<file path="src/rtl/bdu_pkg.sv">
package bdu_pkg;

  typedef enum logic [1:0] {
    VERD_FALSE = 2'b00,
    VERD_TRUE  = 2'b01,
    VERD_UNDEC = 2'b10
  } verdict_e;

  // floor(q * n / 2^frac_w): the lower bound for a fraction q/2^frac_w
  function automatic int unsigned lo_from_delta(input int unsigned q,
                                                input int unsigned n,
                                                input int unsigned frac_w);
    return (q * n) >> frac_w;
  endfunction

  // ceil((1 - q/2^frac_w) * n) equals n minus the floor above
  function automatic int unsigned hi_from_delta(input int unsigned q,
                                                input int unsigned n,
                                                input int unsigned frac_w);
    return n - lo_from_delta(q, n, frac_w);
  endfunction

  // fraction must lie strictly between 0 and one half
  function automatic bit delta_ok(input int unsigned q,
                                  input int unsigned frac_w);
    return (q != 0) && (q < (32'd1 << (frac_w - 1)));
  endfunction

  function automatic bit bounds_ok(input int unsigned lo,
                                   input int unsigned hi,
                                   input int unsigned n);
    return (lo < hi) && (hi <= n);
  endfunction

endpackage

</file>
<file path="src/rtl/bdu_popcount.sv">
module bdu_popcount #(
  parameter int N   = 20,
  parameter int GRP = 4,
  parameter int CW  = $clog2(N + 1)
) (
  input  logic [N-1:0]  bits,
  output logic [CW-1:0] count
);

  localparam int NGRP = (N + GRP - 1) / GRP;
  localparam int PAD  = NGRP * GRP;
  localparam int GCW  = $clog2(GRP + 1);

  logic [PAD-1:0]      padded;
  logic [NGRP*GCW-1:0] parts;

  assign padded = PAD'(bits);

  for (genvar g = 0; g < NGRP; g++) begin : g_grp
    logic [GCW-1:0] part;
    always_comb begin
      part = '0;
      for (int i = 0; i < GRP; i++) begin
        part = part + GCW'(padded[g*GRP + i]);
      end
    end
    assign parts[g*GCW +: GCW] = part;
  end

  always_comb begin
    count = '0;
    for (int g = 0; g < NGRP; g++) begin
      count = count + CW'(parts[g*GCW +: GCW]);
    end
  end

endmodule

</file>
<file path="src/rtl/bdu_bounds.sv">
module bdu_bounds
  import bdu_pkg::*;
#(
  parameter int N           = 20,
  parameter int F           = 8,
  parameter int CW          = $clog2(N + 1),
  parameter int DEF_DELTA_Q = 26
) (
  input  logic          clk,
  input  logic          rst_n,
  input  logic          cfg_load,
  input  logic          cfg_mode,
  input  logic [F-1:0]  cfg_delta,
  input  logic [CW-1:0] cfg_lo,
  input  logic [CW-1:0] cfg_hi,
  output logic [CW-1:0] lo,
  output logic [CW-1:0] hi,
  output logic          load_accept
);

  localparam int unsigned DEF_LO = lo_from_delta(DEF_DELTA_Q, N, F);
  localparam int unsigned DEF_HI = hi_from_delta(DEF_DELTA_Q, N, F);

  logic [CW-1:0] cand_lo;
  logic [CW-1:0] cand_hi;
  logic          cand_ok;

  always_comb begin
    if (cfg_mode) begin
      cand_lo = cfg_lo;
      cand_hi = cfg_hi;
      cand_ok = bounds_ok(32'(cfg_lo), 32'(cfg_hi), N);
    end else begin
      cand_lo = CW'(lo_from_delta(32'(cfg_delta), N, F));
      cand_hi = CW'(hi_from_delta(32'(cfg_delta), N, F));
      cand_ok = delta_ok(32'(cfg_delta), F);
    end
  end

  assign load_accept = cfg_load && cand_ok;

  always_ff @(posedge clk) begin
    if (!rst_n) begin
      lo <= CW'(DEF_LO);
      hi <= CW'(DEF_HI);
    end else if (load_accept) begin
      lo <= cand_lo;
      hi <= cand_hi;
    end
  end

endmodule

</file>
<file path="src/rtl/bdu_classify.sv">
module bdu_classify
  import bdu_pkg::*;
#(
  parameter int CW = 5
) (
  input  logic [CW-1:0] count,
  input  logic [CW-1:0] lo,
  input  logic [CW-1:0] hi,
  output verdict_e      verdict
);

  logic at_or_above_hi;
  logic at_or_below_lo;

  assign at_or_above_hi = (count >= hi);
  assign at_or_below_lo = (count <= lo);

  always_comb begin
    if (at_or_above_hi)      verdict = VERD_TRUE;
    else if (at_or_below_lo) verdict = VERD_FALSE;
    else                     verdict = VERD_UNDEC;
  end

endmodule

</file>
<file path="src/rtl/bundle_vote_unit.sv">
module bundle_vote_unit
  import bdu_pkg::*;
#(
  parameter int N           = 20,
  parameter int F           = 8,
  parameter int DEF_DELTA_Q = 26,
  parameter int GRP         = 4,
  parameter int CW          = $clog2(N + 1)
) (
  input  logic          clk,
  input  logic          rst_n,
  input  logic          in_valid,
  input  logic [N-1:0]  in_bundle,
  input  logic          cfg_load,
  input  logic          cfg_mode,
  input  logic [F-1:0]  cfg_delta,
  input  logic [CW-1:0] cfg_lo,
  input  logic [CW-1:0] cfg_hi,
  output logic          out_valid,
  output logic [1:0]    out_verdict,
  output logic [CW-1:0] out_count,
  output logic          out_malfunction
);

  // named internal events, visible to the bound checker
  logic [CW-1:0] live_count;
  logic [CW-1:0] cur_lo;
  logic [CW-1:0] cur_hi;
  logic          cfg_accept;
  verdict_e      raw_verdict;

  bdu_popcount #(.N(N), .GRP(GRP), .CW(CW)) u_pop (
    .bits  (in_bundle),
    .count (live_count)
  );

  bdu_bounds #(.N(N), .F(F), .CW(CW), .DEF_DELTA_Q(DEF_DELTA_Q)) u_bnd (
    .clk         (clk),
    .rst_n       (rst_n),
    .cfg_load    (cfg_load),
    .cfg_mode    (cfg_mode),
    .cfg_delta   (cfg_delta),
    .cfg_lo      (cfg_lo),
    .cfg_hi      (cfg_hi),
    .lo          (cur_lo),
    .hi          (cur_hi),
    .load_accept (cfg_accept)
  );

  bdu_classify #(.CW(CW)) u_cls (
    .count   (live_count),
    .lo      (cur_lo),
    .hi      (cur_hi),
    .verdict (raw_verdict)
  );

  always_ff @(posedge clk) begin
    if (!rst_n) begin
      out_valid       <= 1'b0;
      out_verdict     <= VERD_FALSE;
      out_count       <= '0;
      out_malfunction <= 1'b0;
    end else begin
      out_valid       <= in_valid;
      out_malfunction <= in_valid && (raw_verdict == VERD_UNDEC);
      if (in_valid) begin
        out_verdict <= raw_verdict;
        out_count   <= live_count;
      end
    end
  end

endmodule

</file>
<file path="config.mk">
export PLATFORM = sky130hd
export DESIGN_NAME = bundle_vote_unit
export DESIGN_NICKNAME = d
export VERILOG_FILES = /design/src/rtl/bdu_pkg.sv /design/src/rtl/bdu_popcount.sv /design/src/rtl/bdu_bounds.sv /design/src/rtl/bdu_classify.sv /design/src/rtl/bundle_vote_unit.sv
export SDC_FILE = /design/constraint.sdc
export NUM_CORES = 1
export LEC_CHECK = 0
export BUFFER_PORTS_ARGS = -buffer_cell sky130_fd_sc_hd__buf_4
export CORE_ASPECT_RATIO = 0.9
export CORE_MARGIN = 2
export CORE_UTILIZATION = 45
export DETAILED_ROUTE_END_ITERATION = 6
export GPL_TIMING_DRIVEN = 0
export PLACE_DENSITY = 0.75
export SETUP_SLACK_MARGIN = 0.4
export SYNTH_ARGS = -nofsm -noshare
export SYNTH_HDL_FRONTEND = slang
export SYNTH_SLANG_ARGS = --single-unit
export TNS_END_PERCENT = 50
</file>
<file path="constraint.sdc">
create_clock -name clk -period 12.9 [get_ports clk]
set_input_delay 0.645 -clock clk [delete_from_list [all_inputs] [get_ports clk]]
set_output_delay 0.645 -clock clk [all_outputs]
set_load 0.1 [all_outputs]
</file>
==> results.toml <==
[run_status]
outcome = "finished, final reports clean"

[floorplan]
die_y_um = 68.7
dieArea_um2 = 5210
die_width_um = 75.9
coreArea_um2 = 4460
start_util_pct = 46.9
pin_count = 52
rows = 23

[clock_network]
cts_tree = "yes"
cts_repair_resize_count = 0
worstSkewPairLatency_ns = 0.26
htreeDepth = 1
hold_buffers = 0
numCtsBuffers = 3
clkSinkCount = 19
clockRootBuffer = "clkbuf_8"
cts.path.max_buffers = 2
clkTransAtPathRegs_ns = 0.07
post_cts_buffers = 0

[critical_path]
path_cells = "buf_4, ha_1, inv_1, fa_1, inv_1, ha_1, inv_1, fa_1, xnor2_1, fa_1, inv_1, fa_1, inv_1, ha_1, a21o_1, a21oi_1, xnor2_1, ha_1, nand2_1, nand3b_1, a31oi_1, o211ai_1, o22ai_1"
crit_path_top_delay_cell = "fa_1"
cp-end-kind = "flip-flop"
cp_max_fo = 3
arrival_ns = 5.36
worst_ep_required_time_ns = 13.08
crit_path_frequent_cell = "inv_1"
slowest_delay_ns = 0.55
criticalPathCategory = "in -> reg"
startpoint_type = "input pin"

[pwr]
power_density_nw_per_um2 = 175
p_leak_uw = 0.00139
vdd_drop_max_v = 0.000110

[synthesis]
async_flop_share_pct = 0
syn_nets = 337
ys_seq_area_share_pct = 18.2
synth-edff-count = 0
syn-instance-count = 239
ys_types = 44
synth.avg_cell_area_um2 = 8.75
ys_warn_count = 0
ys_ff_latch = 19
synth-main-ff-cell = "dfxtp_1"
synth_area_um2 = 2090

[sta]
relSlewSlack_pct = 65.4
period_minus_slack_ns = 5.18
worst_hold_slack_ns = 0.477
worstMarginPinSlew_ns = 0.519
fmax_mhz = 193
fin_skew_ns = 0.00568
setup_viol = 0
timing.final.ws_setup_ns = 7.72
tns_ns = 0
post-route-period-util_pct = 40.2
maxSlewViolCount = 0
rsz0062_at_grt = "no"
final-hold-violation-count = 0

[route]
routed_wl_mm = 4.25
first_pass_iters = 4
ant_nets = 0
vias = 1764
drcViolationCount = 0
detail_route.iter0.violations = 85
avgViaCountPerCell = 4.98
wire_per_inst_um = 12.0

[placement]
gp_congestion = 0.842
place.detailed.hpwl_mm = 3.63
placed_area_um2 = 2540
io_buffers = 49
dp.cells = 350
dp_slack_ns = 7.46

[layout]
fin_area_um2 = 2580
drive_gt1_share_pct = 19.9
fin_cells = 354
fin_nets = 391
area_growth_pct = 23.5
final_common_cell = "inv_1"
layout_common_cells = "inv_1 (50), buf_4 (49), ha_1 (43)"
antenna_cells = 0

[job]
maxCapViolCount = 0

[global_routing]
track_usage_pct = 18.3
grt_pass1_vias = 1674
grt_busiest_layer = "met2"
antenna_found_initial = 0
globalRouteMet1Util_pct = 25.9
met2_usage_pct = 28.8
grt_pass1_wl_mm = 7.33
grt_use_met3_pct = 4.22
grt_max_degree = 12
gr-total-overflow = 0

[worst_hold_path]
hp-class = "reg -> reg"
## cell usage after synthesis (all sizes together) (5+ instances only)
master	number	area, µm²
a21oi	10	50.1
nor2	10	37.5
mux2i	7	70.1
a21o	5	37.5
inv	50	188
o21ai	9	45.0
fa	12	240
dfxtp	19	380
o211ai	5	37.5
xnor2	7	61.3
nand2	11	41.3
ha	43	538
## critical path, delay by kind of cell
kind | cells | cell delay [ns]
compound gates | 5 | 0.88
xor+xnor | 2 | 0.36
fa+ha+maj | 8 | 2.90
buf+inv | 6 | 0.43
simple gates | 2 | 0.14
## cell families (layout without fill, tap and decap cells)
group / Yosys count / in the layout / synth area share (%)
AO/OA/AOI/OAI: 45 / 45 / 14.5
XOR/XNOR: 9 / 9 / 3.77
adder cells (fa/ha/maj): 55 / 55 / 37.2
buffers and inverters: 56 / 109 / 10.5
flip-flops: 19 / 19 / 18.2
multiplexers: 7 / 7 / 3.35
AND/OR/NAND/NOR: 48 / 48 / 12.6
## registers in the layout, summed over array words and instances, names as in the netlist
signal and flops:
out_count 5, out_malfunction 1, u_bnd.hi 5, out_verdict 2
out_valid 1, u_bnd.lo 5
## path summary, 6_finish.rpt
check	startpoint	endpoint	slack [ns]	cells after the start
worst max register to register	u_bnd.hi[0]	out_verdict[1]	11.14	7
worst min register to register	u_bnd.hi[2]	u_bnd.hi[2]	0.48	2
worst min-delay path	u_bnd.hi[2]	u_bnd.hi[2]	0.48	2
worst max-delay path	in_bundle[4]	out_verdict[1]	7.72	23
## power breakdown
part           internal, µW  switching, µW
Combinational           136            200
Clock                  21.5           20.3
Sequential             69.5           5.05
Total                   227            225
## per-stage QoR
step / total power [µW] / util, %
after floorplan: 332 / -
after global placement: 395 / 56.9
after detailed placement: 408 / 56.9
after CTS: 454 / 57.9
after global routing: 499 / 57.9
final: 452 / 57.9
## routing by layer
metal  part of all wire (%)  vias to the layer above
li1                       -                      917
met1                     47                      819
met2                     49                       26
met3                    3.4                        2
met4                   0.35                        0
met5                      0                        -
## layout make-up
type / instances / area (µm²)
Sequential cell: 19 / 380
Buffer: 6 / 31.3
Multi-Input combinational cell: 164 / 1490
Timing Repair Buffer: 49 / 368
Fill cell: 417 / 1880
Inverter: 50 / 188
Tap cell: 62 / 77.6
Clock inverter: 1 / 5.00
Clock buffer: 3 / 41.3
Power figures use the tool's default switching activity.
